`config.mk`:
```
export PLATFORM = sky130hd
export DESIGN_NAME = flash_erase_arbiter
export DESIGN_NICKNAME = d
export VERILOG_FILES = /design/src/rtl/flash_erase_pkg.sv /design/src/rtl/flash_erase_arm.sv /design/src/rtl/flash_erase_decode.sv /design/src/rtl/flash_erase_seq.sv /design/src/rtl/flash_erase_arbiter.sv
export SDC_FILE = /design/constraint.sdc
export NUM_CORES = 1
export LEC_CHECK = 0
export BUFFER_PORTS_ARGS = -buffer_cell sky130_fd_sc_hd__buf_2
export CORE_MARGIN = 2
export CORE_UTILIZATION = 36
export CTS_CLUSTER_DIAMETER = 200
export DETAILED_ROUTE_END_ITERATION = 12
export SYNTH_ARGS = -nofsm -noshare
export SYNTH_HDL_FRONTEND = slang
export SYNTH_SLANG_ARGS = --single-unit
```
`constraint.sdc`:
```
create_clock -name clk -period 1.55 [get_ports clk]
set_clock_uncertainty 0.15 [all_clocks]
set_input_delay 0.31 -clock clk [delete_from_list [all_inputs] [get_ports clk]]
set_output_delay 0.31 -clock clk [all_outputs]
set_load 0.1 [all_outputs]
```
`src/rtl/flash_erase_pkg.sv`:
```
package flash_erase_pkg;
  localparam logic [1:0] SEL_CMD  = 2'd0;
  localparam logic [1:0] SEL_PAGE = 2'd1;
  localparam logic [1:0] SEL_MEN  = 2'd2;
  localparam logic [7:0] CODE_PAGE = 8'h55;
  localparam logic [7:0] CODE_MASS = 8'hAA;
endpackage

```
`src/rtl/flash_erase_arm.sv`:
```
// Holds the page number and the two one-shot arming flags.
module flash_erase_arm #(
  parameter int PAGE_W = 6
) (
  input  logic              clk,
  input  logic              rst,
  input  logic              wr_page,
  input  logic              wr_men,
  input  logic [PAGE_W-1:0] page_wdata,
  input  logic              men_wdata,
  input  logic              use_page,
  input  logic              use_mass,
  output logic [PAGE_W-1:0] page_q,
  output logic              page_armed,
  output logic              men_q
);
  always_ff @(posedge clk) begin
    if (rst) begin
      page_q     <= '0;
      page_armed <= 1'b0;
      men_q      <= 1'b0;
    end else begin
      if (wr_page) begin
        page_q     <= page_wdata;
        page_armed <= 1'b1;
      end else if (use_page) begin
        page_armed <= 1'b0;
      end
      if (wr_men) begin
        men_q <= men_wdata;
      end else if (use_mass) begin
        men_q <= 1'b0;
      end
    end
  end
endmodule

```
`src/rtl/flash_erase_decode.sv`:
```
// Matches trigger codes against arming state; combinational.
module flash_erase_decode #(
  parameter int DATA_W = 8
) (
  input  logic              cmd_wr,
  input  logic [DATA_W-1:0] wdata,
  input  logic              page_armed,
  input  logic              men_q,
  input  logic              dbg_en,
  input  logic              idle,
  output logic              go_page,
  output logic              go_mass
);
  import flash_erase_pkg::*;
  logic take;
  always_comb begin
    take    = cmd_wr && idle;
    go_page = take && (wdata == DATA_W'(CODE_PAGE)) && page_armed;
    go_mass = take && (wdata == DATA_W'(CODE_MASS)) && men_q && dbg_en;
  end
endmodule

```
`src/rtl/flash_erase_seq.sv`:
```
// Launches and holds the erase request until the flash side is done.
module flash_erase_seq #(
  parameter int PAGE_W = 6
) (
  input  logic              clk,
  input  logic              rst,
  input  logic              go_page,
  input  logic              go_mass,
  input  logic [PAGE_W-1:0] page_in,
  input  logic              done,
  output logic              req,
  output logic              mass,
  output logic [PAGE_W-1:0] page,
  output logic              busy,
  output logic              cmpl
);
  always_ff @(posedge clk) begin
    if (rst) begin
      req  <= 1'b0;
      mass <= 1'b0;
      page <= '0;
      busy <= 1'b0;
      cmpl <= 1'b0;
    end else begin
      cmpl <= 1'b0;
      if (busy) begin
        if (done) begin
          req  <= 1'b0;
          busy <= 1'b0;
          cmpl <= 1'b1;
        end
      end else if (go_page || go_mass) begin
        req  <= 1'b1;
        busy <= 1'b1;
        mass <= go_mass;
        page <= go_mass ? '0 : page_in;
      end
    end
  end
endmodule

```
`src/rtl/flash_erase_arbiter.sv`:
```
module flash_erase_arbiter #(
  parameter int PAGE_W = 6,
  parameter int DATA_W = 8
) (
  input  logic              clk,
  input  logic              rst,
  input  logic              reg_wr,
  input  logic [1:0]        reg_sel,
  input  logic [DATA_W-1:0] reg_wdata,
  input  logic              dbg_en,
  input  logic              ers_done,
  output logic              ers_req,
  output logic              ers_mass,
  output logic [PAGE_W-1:0] ers_page,
  output logic              busy,
  output logic              ers_cmpl
);
  import flash_erase_pkg::*;

  logic              wr_cmd, wr_page, wr_men;
  logic [PAGE_W-1:0] page_q;
  logic              page_armed, men_q;
  logic              go_page, go_mass;

  assign wr_cmd  = reg_wr && (reg_sel == SEL_CMD);
  assign wr_page = reg_wr && (reg_sel == SEL_PAGE);
  assign wr_men  = reg_wr && (reg_sel == SEL_MEN);

  flash_erase_arm #(.PAGE_W(PAGE_W)) u_arm (
    .clk(clk), .rst(rst), .wr_page(wr_page), .wr_men(wr_men),
    .page_wdata(reg_wdata[PAGE_W-1:0]), .men_wdata(reg_wdata[0]),
    .use_page(go_page), .use_mass(go_mass),
    .page_q(page_q), .page_armed(page_armed), .men_q(men_q)
  );

  flash_erase_decode #(.DATA_W(DATA_W)) u_dec (
    .cmd_wr(wr_cmd), .wdata(reg_wdata), .page_armed(page_armed),
    .men_q(men_q), .dbg_en(dbg_en), .idle(!busy),
    .go_page(go_page), .go_mass(go_mass)
  );

  flash_erase_seq #(.PAGE_W(PAGE_W)) u_seq (
    .clk(clk), .rst(rst), .go_page(go_page), .go_mass(go_mass),
    .page_in(page_q), .done(ers_done), .req(ers_req), .mass(ers_mass),
    .page(ers_page), .busy(busy), .cmpl(ers_cmpl)
  );
endmodule

```
==> results of run 1 <==
-- layer usage --
metal  vias to the layer above  track usage
met5                         -            0
met4                         0       0.0946
met3                         4       0.0263
met2                        13        0.253
met1                       321        0.211
li1                        353            -
-- worst reg2reg max path, stage by stage (launching register included) --
cell     delay (ns)
dfxtp_4        0.38
nor4b_4        0.35
nand4_2        0.21
nand2_4        0.19
mux2i_1        0.21
-- placed cells by master (no fill, tap or decap), types with 2 or more instances in the layout --
cell,synthesis,routed
a21oi_1,4,4
and4bb_2,2,2
buf_12,0,2
buf_2,1,15
buf_4,0,14
clkbuf_4,0,10
dfxtp_1,18,17
mux2i_1,12,12
nand2_1,10,10
nand2b_1,6,6
nand4_2,2,2
nor2_1,7,7
nor4bb_1,2,2
-- flip-flops by register name, summed over array words and instances, names as in the netlist --
signal / flops
u_arm.page_q: 6
u_arm.page_armed: 1
u_seq.busy: 1
u_seq.mass: 1
u_arm.men_q: 1
u_seq.page: 6
u_seq.cmpl: 1
u_seq.req: 1
-- worst max-delay path by stage --
stage,start,end,slack (ns),depth (start not counted)
floorplan,u_seq.busy$_SDFF_PP0_,u_seq.page[0]$_SDFFE_PP0P_,0.02,4
global placement,reg_wdata[1],u_seq.page[2]$_SDFFE_PP0P_,-0.07,5
detailed placement,reg_wdata[1],u_seq.page[2]$_SDFFE_PP0P_,-0.18,5
CTS,u_seq.busy$_SDFF_PP0_,u_seq.page[0]$_SDFFE_PP0P_,0.006,5
global route,u_seq.busy$_SDFF_PP0_,u_seq.page[2]$_SDFFE_PP0P_,-0.12,4
finish,u_seq.busy$_SDFF_PP0_,u_seq.page[2]$_SDFFE_PP0P_,-0.02,4
-- final cells by class --
class | count | area share
timing repair buffer | 38 | 0.242
multi-input combinational | 56 | 0.382
clock buffer | 4 | 0.0233
tap | 27 | 0.0300
sequential | 18 | 0.323
-- cells by family (layout without fill, tap and decap cells) --
group | count (synthesis) | in the layout | synth area share
AO/OA/AOI/OAI | 8 | 8 | 0.0727
buffers and inverters | 3 | 42 | 0.0158
AND/OR/NAND/NOR | 36 | 36 | 0.305
multiplexers | 12 | 12 | 0.152
flip-flops | 18 | 18 | 0.455
-- what timing repair did --
action | in CTS | in global routing
setup endpoints to repair | 0 | 13
setup buffers | 0 | 3
hold buffers | 0 | 0
resized for setup | 0 | 8
-- power groups by stage --
stage / clock (mW) / sequential, mW / combinational, mW
after floorplan: 0 / 0.482 / 0.0394
after global placement: 0 / 0.483 / 0.0835
after detailed placement: 0 / 0.482 / 0.0851
after CTS: 0.247 / 0.472 / 0.0856
after global routing: 0.283 / 0.473 / 0.0980
final: 0.243 / 0.472 / 0.0893
==> impl_metrics.toml, run 1 <==
[detailed_routing]
first_iter_violations = 5
vias_per_cell = 4.83
wl_per_cell_um = 12.8
drc = 0
postRouteAntennaNets = 0
highest_layer = "met4"
wl_met2_um = 844
vias = 691
route.final.wire_length_mm = 1.83
drtPass1Iterations = 4
wl_met1_um = 902
wl_met3_um = 51

[critical_path]
critPathKind = "flop to flop"
slowest_stage = "dfxtp_4"
path_cells = "nor4b_4 -> nand4_2 -> nand2_4 -> mux2i_1"
cp.required_ns = 1.62
worstSetupStartpointType = "flop"
arrival_ns = 1.63
cp_num_buf_inv = 0
reg2reg_to = "u_seq.page[2]$_SDFFE_PP0P_"
path_max_fanout = 7
timing.rr.start = "u_seq.busy$_SDFF_PP0_"
rrSetupSlack_ns = -0.02
worstSetupEndpointType = "flop"
slowest_delay_ns = 0.38
reg2regPathDepth = 4
crit_family = "simple AND/OR/NAND/NOR gates"

[cts]
clk_pin_slew_ns = 0.11
clockBufferDepth = 2
cts_buffers = 3
htree_levels = 1
clk_latency_ns = 0.30
cts-root-buf = "clkbuf_4"
cts_tree = "yes"
clock_sinks = 18

[pwr]
p_leak_nw = 0.500
p_clk_frac = 0.302
p_per_area_nw_per_um2 = 713
p_int_uw = 615
power_uw = 804
p_sw_frac = 0.236
switchingPower_uw = 190
ir_drop_uv = 443
combPwrFrac = 0.111
seq_power_share = 0.587

[synthesis]
synthCells = 77
syn_nets = 92
synth_most_common_cell = "dfxtp_1"
synth-edff-count = 0
synthTopCellsByArea = "dfxtp_1 45%, mux2i_1 15%, nand2_1 4.7%"
synthArstFlopShare = 0
yosys_warnings = 0
ys_ff_latch = 18
synth_area_per_cell_um2 = 10.3
yosysSeqAreaShare = 0.455
synth_common_cells = "18 x dfxtp_1, 12 x mux2i_1, 10 x nand2_1"
yosysTopAreaCellShare = 0.455
syn_area_um2 = 792
synthFlopType = "dfxtp_1"
synth.distinct_cells = 22
synth_top_area_cell = "dfxtp_1"

[place]
place_area_um2 = 1050
post-place-cells = 136
io_buffers = 24
dpl.hpwl_mm = 1.36
place_congestion = 0.697
dp_slack_ns = -0.184

[die]
core_region_area_um2 = 2020
dieHeight_um = 50.9
initial_core_util = 0.392
io_pins = 25
dieArea_um2 = 2590
fp-row-count = 16
die-width_um = 50.9

[sta]
final_hold_viol_count = 0
report.final.slew_viol_count = 0
fin_hold_ws_ns = 0.0935
final.setup.tns_ns = -0.0300
rsz0062_at_grt = "true"
setup_viol = 2
worst_pin_slew_ns = 0.490
fin_ws_ns = -0.0170
fin_crit_sh = 1.01
max-slew-margin-rel = 0.669
fmax_ghz = 0.638
fin_crit_ns = 1.57

[outcome]
status = "complete, but fails checks"
violations = "setup timing"

[worst_hold_path]
min_from = "ers_done"
hold_path.class = "input port to flop"
min_path_cells = 3
hold_end = "u_seq.cmpl$_SDFF_PP0_"

[layout]
stdcell_count = 143
antenna_cells = 0
drive_gt1_frac = 0.422
multiInputGateArea_um2 = 430
syn_to_final_growth_pct = 42.3
register_area_um2 = 364
fin_area_um2 = 1130
nFillCells = 205
fin_util = 0.558
layout.nets = 132

[job]
drv_cap = 0

[global_route]
antenna_found_initial = 0
grt_pass1_wl_mm = 3.09
grt_max_degree = 13
grt_pass1_vias = 695
grt_overflow = 0
globalRouteTotalUtil = 0.162
(Power assumes the default switching activity.)
==> run 2, diff against run 1 <==
Settings changed: CORE_UTILIZATION 36 to 32, GPL_TIMING_DRIVEN from default to 0.
==> run 2 against run 1 <==
The flow now finishes without violations. Count of clock-buffer cells in the layout did not move. Global-route usage fell by 3.8 points. Sequential share of layout area rose by 3.2 points. Total power rose by 3.5%. Utilization fell by 13 points. Design area fell by 9.0%. Register-to-register slack improved by 0.05 ns. Flip-flop and latch count did not move. Maximum frequency rose by 3.5%. Worst setup slack improved by 0.054 ns. Sequential power barely moved. Critical path depth fell by 3. Critical path type is now flop to primary output. Largest cell class unchanged. Highest routed layer unchanged.
==> impl_metrics.toml, run 2 (synthesis results as in run 1) <==
[sta]
fmax_ghz = 0.661
setup_viol = 0
worst_pin_slew_ns = 0.484
fin_crit_ns = 1.51
fin_ws_ns = 0.0366
fin_crit_sh = 0.976
report.final.slew_viol_count = 0
final_hold_viol_count = 0
max-slew-margin-rel = 0.679
rsz0062_at_grt = "true"

[cts]
clk_pin_slew_ns = 0.10
htree_levels = 1
cts_tree = "yes"
clock_sinks = 18
clk_latency_ns = 0.29
cts_buffers = 3
clockBufferDepth = 2
cts-root-buf = "clkbuf_4"
ctsHoldBuffers = 0

[layout]
fin_util = 0.426
top_regs = "u_arm.page_q: 6 flops, u_seq.page: 6 flops"
fin_area_um2 = 1030
final_common_cell = "buf_2"
syn_to_final_growth_pct = 29.5
drive_gt1_frac = 0.358
antenna_cells = 0
layout.nets = 122
nFillCells = 232
final_cell_mix = "18 x buf_2, 17 x dfxtp_1, 12 x mux2i_1"

[pwr]
ir_drop_uv = 429
p_leak_nw = 0.444
p_int_uw = 647
combPwrFrac = 0.092
seq_power_share = 0.567
p_sw_frac = 0.222
p_per_area_nw_per_um2 = 811
p_clk_frac = 0.341
switchingPower_uw = 185

[critical_path]
path_max_fanout = 2
arrival_ns = 1.05
crit_family = "buffers and inverters"
crit_cells = 1
cp_num_buf_inv = 1
worstSetupStartpoint = "u_seq.page[5]$_SDFFE_PP0P_"
timing.rr.start = "u_seq.busy$_SDFF_PP0_"
path_cells = "buf_2"
slowest_delay_ns = 0.42
reg2regPathDepth = 4
worstSetupStartpointType = "flop"
worstSetupEndpointType = "primary output"
critPathKind = "flop to primary output"
slowest_stage = "buf_2"
cp.required_ns = 1.09

[worst_hold_path]
min_path_cells = 3
hold_path.class = "input port to flop"
min_from = "ers_done"

[place]
io_buffers = 23
dp_slack_ns = -0.168
place_area_um2 = 948
dpl.hpwl_mm = 1.19
place_congestion = 0.820

[die]
dieHeight_um = 53.8
initial_core_util = 0.329
fp-row-count = 18
dieArea_um2 = 2890
core_region_area_um2 = 2410
die-width_um = 53.8
io_pins = 25

[detailed_routing]
route.final.wire_length_mm = 1.64
wl_met2_um = 813
wl_met3_um = 42
wl_per_cell_um = 12.0
wl_met1_um = 771
first_iter_violations = 10
drc = 0
postRouteAntennaNets = 0
drtPass1Iterations = 3
vias = 644
vias_per_cell = 4.74
highest_layer = "met4"

[global_route]
globalRouteTotalUtil = 0.125
grt_max_degree = 11
grt_pass1_wl_mm = 2.59
grt_overflow = 0
antenna_found_initial = 0
grt_pass1_vias = 609

[outcome]
status = "complete, no violations"

[job]
drv_cap = 0
run 2: cell types whose count changed in the layout (fill, tap and decap cells not counted):
cell / previous run / this run
buf_4: 14 / 3
buf_2: 15 / 18
buf_12: 2 / 0
clkbuf_4: 10 / 8
clkbuf_1: 1 / 2
clkbuf_8: 0 / 1
run 2: repair_timing:
action / CTS / global route
setup buffers: 2 / 0
pin swaps: 4 / 3
hold endpoints to repair: 0 / 0
gates resized for setup: 2 / 5
setup endpoints to repair: 4 / 15
run 2: path summary, 6_finish.rpt:
path | slack, ns | endpoint
hold reg to reg | 0.31 | u_seq.page[1]$_SDFFE_PP0P_
hold / removal | 0.10 | u_seq.cmpl$_SDFF_PP0_
setup reg to reg | 0.04 | u_seq.page[4]$_SDFFE_PP0P_
setup / recovery | 0.04 | ers_page[5]
run 2: through the flow:
stage / total power [mW] / instances / TNS, ns / hold WS [ns]
after detailed placement: 0.555 / 130 / -0.991 / 0.298
final: 0.832 / 136 / 0 / 0.105
after CTS: 0.838 / 136 / 0 / 0.101
after global placement: 0.553 / 130 / -0.818 / 0.294
after global routing: 0.861 / 136 / -0.199 / 0.113
after floorplan: 0.521 / 77 / 0 / 0.283
run 2: power by group through the flow:
stage	registers [mW]	logic (mW)	clock network [mW]
finish	0.472	0.0769	0.284
global placement	0.482	0.0709	0
global route	0.473	0.0851	0.303
CTS	0.472	0.0767	0.290
floorplan	0.482	0.0394	0
detailed placement	0.482	0.0726	0
run 2: cell type report:
type                    count  area, µm²  share of cell area
plain buffers               3       12.5              0.0122
repair buffers             25        145               0.141
well taps                  30       37.5              0.0366
multi-input cells          56        430               0.420
clock buffers               4       36.3              0.0354
flip-flops and latches     18        364               0.355
run 2: tightest hold or removal path, delay by kind of cell:
kind / cells / cell delay (ns)
buf+inv: 1 / 0.11
simple gates: 2 / 0.09
run 2: routing by layer:
layer	track usage	up-vias
met5	0	-
met4	0.0513	0
met3	0.0167	2
met2	0.205	12
met1	0.163	297
li1	-	333
==> run 3, diff against run 2 <==
Settings changed: CORE_UTILIZATION 32 to 43, PLACE_DENSITY from default to 0.72.
==> run 3 against run 2 <==
Utilization up 18 points. Register-to-register slack got worse by 0.03 ns. Sequential share of layout area down 0.60 points. Combinational power up 5.7%. Cell count down 2.2%. Global-route usage grew 5.4 points. Via count increased by 6.8%. Critical path depth rose by 5. Non-clock buffer count rose by 2. Critical path type is now flop to flop. Largest power group unchanged. Worst setup slack worse by 0.033 ns.
==> impl_metrics.toml, run 3 (synthesis results as in run 1) <==
[outcome]
status = "complete, no violations"

[die]
core_region_area_um2 = 1730
io_pins = 25
initial_core_util = 0.459
fp-row-count = 15
dieArea_um2 = 2200
dieHeight_um = 46.9
die-width_um = 46.9

[global_route]
antenna_found_initial = 0
grt_max_degree = 11
grt_pass1_wl_mm = 2.72
grt_overflow = 0
grt_pass1_vias = 592
globalRouteTotalUtil = 0.178

[detailed_routing]
route.final.wire_length_mm = 1.69
first_iter_violations = 11
postRouteAntennaNets = 0
vias = 688
wl_per_cell_um = 12.7
drtPass1Iterations = 4
vias_per_cell = 5.17
drc = 0

[critical_path]
rrSetupSlack_ns = 0.003
cp.required_ns = 1.58
crit_end = "u_seq.page[0]$_SDFFE_PP0P_"
worstSetupEndpointType = "flop"
worstSetupStartpointType = "flop"
reg2reg_to = "u_seq.page[0]$_SDFFE_PP0P_"
path_max_fanout = 6
reg2regPathDepth = 6
worstSetupStartpoint = "u_seq.busy$_SDFF_PP0_"
critPathKind = "flop to flop"
timing.rr.start = "u_seq.busy$_SDFF_PP0_"
arrival_ns = 1.57

[worst_hold_path]
hold_path.class = "input port to flop"

[pwr]
p_leak_nw = 0.452
power_uw = 792
ir_drop_uv = 484
p_per_area_nw_per_um2 = 759

[sta]
setup_viol = 0
fin_hold_ws_ns = 0.0990
fin_crit_ns = 1.55
final.setup.tns_ns = 0
fmax_ghz = 0.647
final_hold_viol_count = 0
report.final.slew_viol_count = 0
worst_pin_slew_ns = 0.660
max-slew-margin-rel = 0.554
fin_crit_sh = 0.998
rsz0062_at_grt = "true"

[place]
io_buffers = 23
dpl.hpwl_mm = 1.17
place_congestion = 0.849

[layout]
antenna_cells = 0
drive_gt1_frac = 0.370
final_common_cell = "buf_2"
final_cell_mix = "18 x buf_2, 17 x dfxtp_1, 12 x mux2i_1"
syn_to_final_growth_pct = 31.8
top_regs = "u_arm.page_q: 6 flops, u_seq.page: 6 flops"
fin_util = 0.604
layout.nets = 124

[cts]
clk_pin_slew_ns = 0.10
clockBufferDepth = 2
cts-root-buf = "clkbuf_4"
cts_tree = "yes"
clk_latency_ns = 0.29
clock_sinks = 18
cts_buffers = 3
htree_levels = 1

[job]
drv_cap = 0
[run 3: cell count changes in the layout (fill, tap and decap cells not counted), sizes merged]
cell / change
clkbuf: +1
buf: +1
[run 3: report_power, final]
group | internal [mW] | total (mW) | switching (mW)
Combinational | 0.0385 | 0.0813 | 0.0428
Clock | 0.100 | 0.239 | 0.139
Sequential | 0.468 | 0.472 | 0.00431
[run 3: worst max-delay path: stages, from the launching register on]
cell and delay (ns):
dfxtp_4 0.38, nor4b_4 0.26, buf_4 0.19, buf_4 0.11, a41oi_4 0.16, nand2_1 0.12, mux2i_1 0.07
[run 3: what timing repair did]
action / 4_1_cts / 5_1_grt
hold buffers: 0 / 0
pin swaps: 3 / 5
resized for setup: 1 / 9
hold endpoints to repair: 0 / 0
setup buffers: 3 / 1
gates cloned: 0 / 0
endpoints found under the setup margin: 7 / 16
[run 3: worst min path at each step]
stage,start,end,slack (ns),depth (start not counted)
6_report,ers_done,u_seq.cmpl$_SDFF_PP0_,0.1,3
5_1_grt,ers_done,u_seq.cmpl$_SDFF_PP0_,0.11,3
4_1_cts,ers_done,u_seq.cmpl$_SDFF_PP0_,0.09,3
3_5_place_dp,u_seq.mass$_SDFFE_PP0P_,u_seq.mass$_SDFFE_PP0P_,0.30,2
3_3_place_gp,u_seq.mass$_SDFFE_PP0P_,u_seq.mass$_SDFFE_PP0P_,0.29,2
2_1_floorplan,ers_done,u_seq.cmpl$_SDFF_PP0_,0.28,2
[run 3: stage by stage]
step,cell area [µm²],worst slack (ns),instances
after floorplan,796,0.0160,77
after CTS,1000,-0.0561,132
after detailed placement,942,-0.180,125
after global placement,942,-0.127,125
final,1040,0.00346,133
after global routing,1040,-0.0689,133
[run 3: routing by layer]
metal | up-vias | part of all wire | global-route usage
li1 | 338 | - | -
met1 | 328 | 0.48 | 0.242
met2 | 18 | 0.46 | 0.263
met3 | 4 | 0.037 | 0.0346
met4 | 0 | 0.019 | 0.106
met5 | - | 0 | 0
[run 3: cell type report]
type	count	area [µm²]
clock buffers	4	26.3
well taps	25	31.3
multi-input cells	56	445
repair buffers	27	164
plain buffers	3	12.5
fillers	160	683
flip-flops and latches	18	364
